<file path="src/rtl/irq_pkg.sv">
package irq_pkg;
    localparam int NUM_INT = 2;
    localparam int ADDR_W  = 2;

    localparam logic [ADDR_W-1:0] ADR_EXT_FLAG = 2'd0;
    localparam logic [ADDR_W-1:0] ADR_INT_FLAG = 2'd1;
    localparam logic [ADDR_W-1:0] ADR_EXT_MASK = 2'd2;
    localparam logic [ADDR_W-1:0] ADR_CTRL     = 2'd3;

    typedef enum logic {
        ST_RUN     = 1'b0,
        ST_STANDBY = 1'b1
    } pwr_state_e;
endpackage

</file>
<file path="src/rtl/irq_edge_sync.sv">
module irq_edge_sync #(
    parameter int   STAGES = 2,
    parameter logic RISE   = 1'b1
) (
    input  logic clk,
    input  logic rst_n,
    input  logic pin_i,
    output logic edge_o
);
    localparam logic IDLE = ~RISE;

    logic [STAGES-1:0] sync_q;
    logic              prev_q;

    always_ff @(posedge clk or negedge rst_n) begin
        if (!rst_n) begin
            sync_q <= {STAGES{IDLE}};
            prev_q <= IDLE;
        end else begin
            sync_q <= {sync_q[STAGES-2:0], pin_i};
            prev_q <= sync_q[STAGES-1];
        end
    end

    generate
        if (RISE) begin : g_rise
            assign edge_o = sync_q[STAGES-1] & ~prev_q;
        end else begin : g_fall
            assign edge_o = ~sync_q[STAGES-1] & prev_q;
        end
    endgenerate

    // a detected edge never lasts two cycles
    a_r1_edge_single: assert property (@(posedge clk) disable iff (!rst_n)
        edge_o |=> !edge_o);
endmodule

</file>
<file path="src/rtl/irq_flag_bank.sv">
module irq_flag_bank #(
    parameter int W = 4
) (
    input  logic         clk,
    input  logic         rst_n,
    input  logic [W-1:0] set_i,
    input  logic         clr_i,
    output logic [W-1:0] flags_o
);
    logic [W-1:0] flags_q;

    always_ff @(posedge clk or negedge rst_n) begin
        if (!rst_n) begin
            flags_q <= '0;
        end else begin
            flags_q <= (clr_i ? '0 : flags_q) | set_i;
        end
    end

    assign flags_o = flags_q;

    // an event is never lost, even with a clear in the same cycle
    a_r7_set_lands: assert property (@(posedge clk) disable iff (!rst_n)
        (set_i != '0) |=> ((flags_q & $past(set_i)) == $past(set_i)));

    // a clear empties every bit that had no new event
    a_r6_clear_empties: assert property (@(posedge clk) disable iff (!rst_n)
        clr_i |=> ((flags_q & ~$past(set_i)) == '0));
endmodule

</file>
<file path="src/rtl/irq_wake_fsm.sv">
module irq_wake_fsm
    import irq_pkg::*;
(
    input  logic clk,
    input  logic rst_n,
    input  logic halt_i,
    input  logic req_i,
    output logic wake_o,
    output logic standby_o
);
    pwr_state_e state_q, state_d;

    always_ff @(posedge clk or negedge rst_n) begin
        if (!rst_n) state_q <= ST_RUN;
        else        state_q <= state_d;
    end

    always_comb begin
        state_d = state_q;
        unique case (state_q)
            ST_RUN:     if (halt_i) state_d = ST_STANDBY;
            ST_STANDBY: if (req_i)  state_d = ST_RUN;
            default:    state_d = ST_RUN;
        endcase
    end

    always_comb begin
        wake_o    = 1'b0;
        standby_o = 1'b0;
        unique case (state_q)
            ST_RUN:     ;
            ST_STANDBY: begin
                standby_o = 1'b1;
                wake_o    = req_i;
            end
            default:    ;
        endcase
    end

    a_r10_halt_enters: assert property (@(posedge clk) disable iff (!rst_n)
        (state_q == ST_RUN && halt_i) |=> (state_q == ST_STANDBY));

    a_r11_wake_exits: assert property (@(posedge clk) disable iff (!rst_n)
        (state_q == ST_STANDBY && req_i) |=> (state_q == ST_RUN));

    a_r11_no_req_stays: assert property (@(posedge clk) disable iff (!rst_n)
        (state_q == ST_STANDBY && !req_i) |=> (state_q == ST_STANDBY));
endmodule

</file>
<file path="src/rtl/irq_hub.sv">
module irq_hub
    import irq_pkg::*;
#(
    parameter int               N_EXT     = 4,
    parameter logic [N_EXT-1:0] EDGE_RISE = 4'b0101,
    parameter int               SYNC_LEN  = 2
) (
    input  logic             clk,
    input  logic             rst_n,
    input  logic [N_EXT-1:0] pin_i,
    input  logic             prs_tick_i,
    input  logic             tmr_tick_i,
    input  logic             rd_en_i,
    input  logic             wr_en_i,
    input  logic [1:0]       addr_i,
    input  logic [N_EXT-1:0] wdata_i,
    output logic [N_EXT-1:0] rdata_o,
    input  logic             halt_i,
    output logic             irq_o,
    output logic             wake_o,
    output logic             standby_o
);
    localparam int GEN_BIT = N_EXT - 1;

    logic [N_EXT-1:0]   ext_edge, ext_flags, ext_mask_q;
    logic [NUM_INT-1:0] int_set, int_flags, int_mask_q;
    logic               gen_en_q;
    logic               clr_ext, clr_int;
    logic [N_EXT-1:0]   ctrl_view, int_view;

    genvar gi;
    generate
        for (gi = 0; gi < N_EXT; gi++) begin : g_pin
            irq_edge_sync #(.STAGES(SYNC_LEN), .RISE(EDGE_RISE[gi])) u_sync (
                .clk(clk), .rst_n(rst_n), .pin_i(pin_i[gi]), .edge_o(ext_edge[gi])
            );
        end
    endgenerate

    assign int_set = {tmr_tick_i, prs_tick_i};
    assign clr_ext = rd_en_i && (addr_i == ADR_EXT_FLAG);
    assign clr_int = rd_en_i && (addr_i == ADR_INT_FLAG);

    irq_flag_bank #(.W(N_EXT)) u_ext_flags (
        .clk(clk), .rst_n(rst_n), .set_i(ext_edge), .clr_i(clr_ext), .flags_o(ext_flags)
    );

    irq_flag_bank #(.W(NUM_INT)) u_int_flags (
        .clk(clk), .rst_n(rst_n), .set_i(int_set), .clr_i(clr_int), .flags_o(int_flags)
    );

    always_ff @(posedge clk or negedge rst_n) begin
        if (!rst_n) begin
            ext_mask_q <= '0;
            int_mask_q <= '0;
            gen_en_q   <= 1'b0;
        end else if (wr_en_i) begin
            if (addr_i == ADR_EXT_MASK) ext_mask_q <= wdata_i;
            if (addr_i == ADR_CTRL) begin
                int_mask_q <= wdata_i[NUM_INT-1:0];
                gen_en_q   <= wdata_i[GEN_BIT];
            end
        end
    end

    always_comb begin
        int_view                = '0;
        int_view[NUM_INT-1:0]   = int_flags;
        ctrl_view               = '0;
        ctrl_view[NUM_INT-1:0]  = int_mask_q;
        ctrl_view[GEN_BIT]      = gen_en_q;
        unique case (addr_i)
            ADR_EXT_FLAG: rdata_o = ext_flags;
            ADR_INT_FLAG: rdata_o = int_view;
            ADR_EXT_MASK: rdata_o = ext_mask_q;
            ADR_CTRL:     rdata_o = ctrl_view;
            default:      rdata_o = '0;
        endcase
    end

    assign irq_o = gen_en_q && (((ext_flags & ext_mask_q) != '0) ||
                                ((int_flags & int_mask_q) != '0));

    irq_wake_fsm u_fsm (
        .clk(clk), .rst_n(rst_n), .halt_i(halt_i), .req_i(irq_o),
        .wake_o(wake_o), .standby_o(standby_o)
    );

    // a mask write never disturbs flags when no read or event occurs
    a_r4_write_keeps_flags: assert property (@(posedge clk) disable iff (!rst_n)
        (wr_en_i && !rd_en_i && ext_edge == '0) |=> $stable(ext_flags));

    // leaving standby always comes with a request
    a_r11_wake_has_req: assert property (@(posedge clk) disable iff (!rst_n)
        $fell(standby_o) |-> $past(irq_o));
endmodule

</file>
<file path="config.mk">
export PLATFORM = sky130hd
export DESIGN_NAME = irq_hub
export DESIGN_NICKNAME = d
export VERILOG_FILES = /design/src/rtl/irq_pkg.sv /design/src/rtl/irq_edge_sync.sv /design/src/rtl/irq_flag_bank.sv /design/src/rtl/irq_wake_fsm.sv /design/src/rtl/irq_hub.sv
export SDC_FILE = /design/constraint.sdc
export NUM_CORES = 1
export LEC_CHECK = 0
export BUFFER_PORTS_ARGS = -buffer_cell sky130_fd_sc_hd__buf_2
export CAP_MARGIN = 5
export CORE_UTILIZATION = 44
export DETAILED_ROUTE_END_ITERATION = 6
export PLACE_DENSITY = 0.68
export SYNTH_ARGS = -nofsm -noshare
export SYNTH_HDL_FRONTEND = slang
export SYNTH_SLANG_ARGS = --single-unit
</file>
<file path="constraint.sdc">
create_clock -name clk -period 2.8 [get_ports clk]
set_input_delay 0.42 -clock clk [delete_from_list [all_inputs] [get_ports clk]]
set_output_delay 0.42 -clock clk [all_outputs]
set_load 0.005 [all_outputs]
</file>
==> impl_results.md <==
* Status: finished clean
* Unique cell type count in the Yosys netlist at 19
* Iteration-0 DRC Markers at 11
* Most common flop cell mapped by yosys: dfrtp_1
* Die area at 2480 µm²
* Number of port buffers at 23
* Post-Route WL at 1580 µm
* RD Place Congestion at 0.791
* Reg2reg start: u_ext_flags.flags_o[2]
* Finished Layout Cells at 121
* Initial Util at 0.487
* Worst-margin pin slew at 0.551 ns
* Sequential area share after synthesis at 0.655
* Int Power at 635 µW
* Max Cap Viol at 0
* Clock Pin Slew Worst Setup and Hold Paths at 0.14 ns
* Top area cells in the synthesized netlist: dfrtp_1, dfstp_2, mux2_2
* Clock Power Share at 0.303
* Area Growth Syn to Fin at 17.8%
* Initial antenna violation count at 0
* CP max-delay cell: dfrtp_1
* Die H at 49.8 µm
* Seq pwr share at 0.547
* Via-per-instance ratio at 5.08
* Final Skew at 0.0122 ns
* Setup_tns at 0 ns
* Fmax at 561 MHz
* Sw Ratio at 0.229
* CP max FO at 4
* # DRC at 0
* TritonCTS clock tree: done
* Slew Limit Fails at 0
* TritonRoute pass-1 iters at 4
* Core area at 2060 µm²
* Cell accounting for the most synthesized area: dfrtp_1
* Inst Count DP at 117
* Power share of the combinational group at 0.150
* Yosys reg bits at 26
* Hold Crit Class: in -> async
* CTS Hold Bufs at 0
* GRT Resource Usage Total at 0.147
* Fraction of registers with async set/reset at 1.00
* Worst R2R Setup Slack at 1.77 ns
* Floorplan row count at 16
* Synth Instances at 69
* RSZ-0062 raised after global routing: false
* Post-layout util at 0.574
* # setup viols final at 0
* Post-Synth Adder-Cell Area at 0
* Post-synth EDFFs at 0
* Tcrit/Tclk final at 0.636
* CTS Buffer Depth at 2
* R2r worst-path depth at 3
* Leakage power at 0.567 nW
* Largest net degree at the start of global routing at 27
* CP Data Required Time at 2.38 ns
* Synth Area in Compound Gates at 0.0785
* Mux share of post-synthesis cell area at 0.148
* Post-CTS setup buffers at 0
* Synth Area in XOR/XNOR at 0
* Max-slew headroom at 0.632
* Max H-tree Level at 1
* Cell Pwr Density at 696 nW/µm²
* Tot Pwr at 824 µW
* Syn Std Cell Area at 1000 µm²
* Worst r2r dst: u_fsm.state_q
* Mapped Avg Cell Area at 14.6 µm²
* Final ANT Viol Nets at 0
* CTS-repair resized insts at 0
* Worst Setup End Kind: output port
* Nets at 112
* Delay of the slowest critical-path stage at 0.44 ns
* # IOs at 24
* Clk root buf: clkbuf_4
* Main combinational cell family by area after synthesis: multiplexers
* Worst Path Arrival at 1.36 ns
* Total number of vias at 615
* Layout cells sized above 1 at 0.479
* Max VDD drop at 0.402 mV
* Startpoint types: register
* Post-Syn Nets at 86
* Clk_lat worst skew at 0.31 ns
* Crit path kind: reg -> out
* CTS Buf Count at 3
* Die width at 49.8 µm
* CP startpoint: gen_en_q
* YS warnings at 0
* Critical path, cell by cell: mux2_4, a22o_1, buf_2
* Synth top area share at 0.498
* Fin crit period at 1.78 ns
* Final Hold Viols at 0
* DP HPWL at 1210 µm
* Routed length per placed instance at 13.0 µm
* Psw at 189 µW
* Grt ovf at 0
* First-pass GRT wire length at 2690 µm
* ANT cells at 0
* Clk sink count at 26
* Synth Area in Simple Gates at 0.0772
* Number of global-route vias before repair at 626
## layout by cell type, fill, tap and decap left out
| cell type | instances |
|---|---|
| bufinv_16 | 1 |
| nand3b_1 | 1 |
| nand2_1 | 5 |
| or3b_4 | 1 |
| nand3b_4 | 1 |
| dfstp_2 | 6 |
| nor2_1 | 4 |
| dfrtp_1 | 20 |
| o21ai_1 | 4 |
| a21o_1 | 2 |
| mux2_2 | 7 |
| mux2i_1 | 1 |
| inv_1 | 5 |
| a22oi_1 | 3 |
| clkbuf_4 | 3 |
| mux2_4 | 1 |
| mux4_2 | 2 |
| a22o_1 | 1 |
| nand3_1 | 1 |
| a31oi_1 | 2 |
| buf_2 | 23 |
## metal layers
layer	GRT usage	wire length [µm]	vias to the layer above
met3	0.0216	75	2
li1	-	-	293
met2	0.245	758	19
met1	0.186	733	301
met5	0	0	-
met4	0.0714	9	0
## state kept, by name, indices dropped and copies added (netlist names)
register             cells
ext_mask_q               4
g_pin.u_sync.prev_q      4
g_pin.u_sync.sync_q      8
gen_en_q                 1
int_mask_q               2
u_ext_flags.flags_o      4
u_fsm.state_q            1
u_int_flags.flags_o      2
## worst max path at each step
| stage | endpoint | depth (start not counted) |
|---|---|---|
| 6_report | rdata_o[3] | 3 |
| 5_1_grt | rdata_o[3] | 3 |
| 4_1_cts | rdata_o[3] | 3 |
| 3_5_place_dp | rdata_o[1] | 3 |
| 3_3_place_gp | rdata_o[1] | 3 |
| 2_1_floorplan | rdata_o[3] | 3 |
## synth_stat cells, drive strengths merged (2+ instances only)
cell     n
nand3b   2
mux2     8
a31oi    2
a21o     2
dfstp    6
inv      5
dfrtp   20
a22oi    3
mux4     2
buf      2
nand2    5
o21ai    4
nor2     4
## power by group through the flow
stage               registers [mW]  clock network (mW)  logic, mW
finish                       0.451               0.249      0.124
global route                 0.457               0.271      0.139
CTS                          0.451               0.258      0.126
detailed placement           0.458                   0      0.126
global placement             0.456                   0      0.121
floorplan                    0.450                   0     0.0776
## final cells by class
type | instances | area [µm²]
fill | 176 | 878
clock inverter | 1 | 30.0
tap | 27 | 33.8
inverter | 5 | 18.8
multi-input combinational | 36 | 305
clock buffer | 3 | 22.5
timing repair buffer | 23 | 115
sequential | 26 | 658
## worst max-delay path: cells and delay by family (launching register included)
family / cells / cell delay [ns]
buffers and inverters: 1 / 0.12
DFF: 1 / 0.44
AOI/OAI and AO/OA: 1 / 0.23
muxes: 1 / 0.26
## kinds of logic (layout without fill, tap and decap cells)
logic type | count (synthesis) | after routing
compound gates | 12 | 12
buf+inv | 7 | 32
simple gates | 13 | 13
flops | 26 | 26
mux | 11 | 11
## through the flow
step / worst slack [ns] / hold slack, ns / instance area, µm²
global placement: 1.09 / 0.336 / 1130
detailed placement: 1.08 / 0.341 / 1130
CTS: 1.00 / 0.0761 / 1180
finish: 1.02 / 0.0657 / 1180
global route: 0.966 / 0.0970 / 1180
floorplan: 1.33 / 0.124 / 1000
No activity file was read; power rests on OpenSTA's default activity.
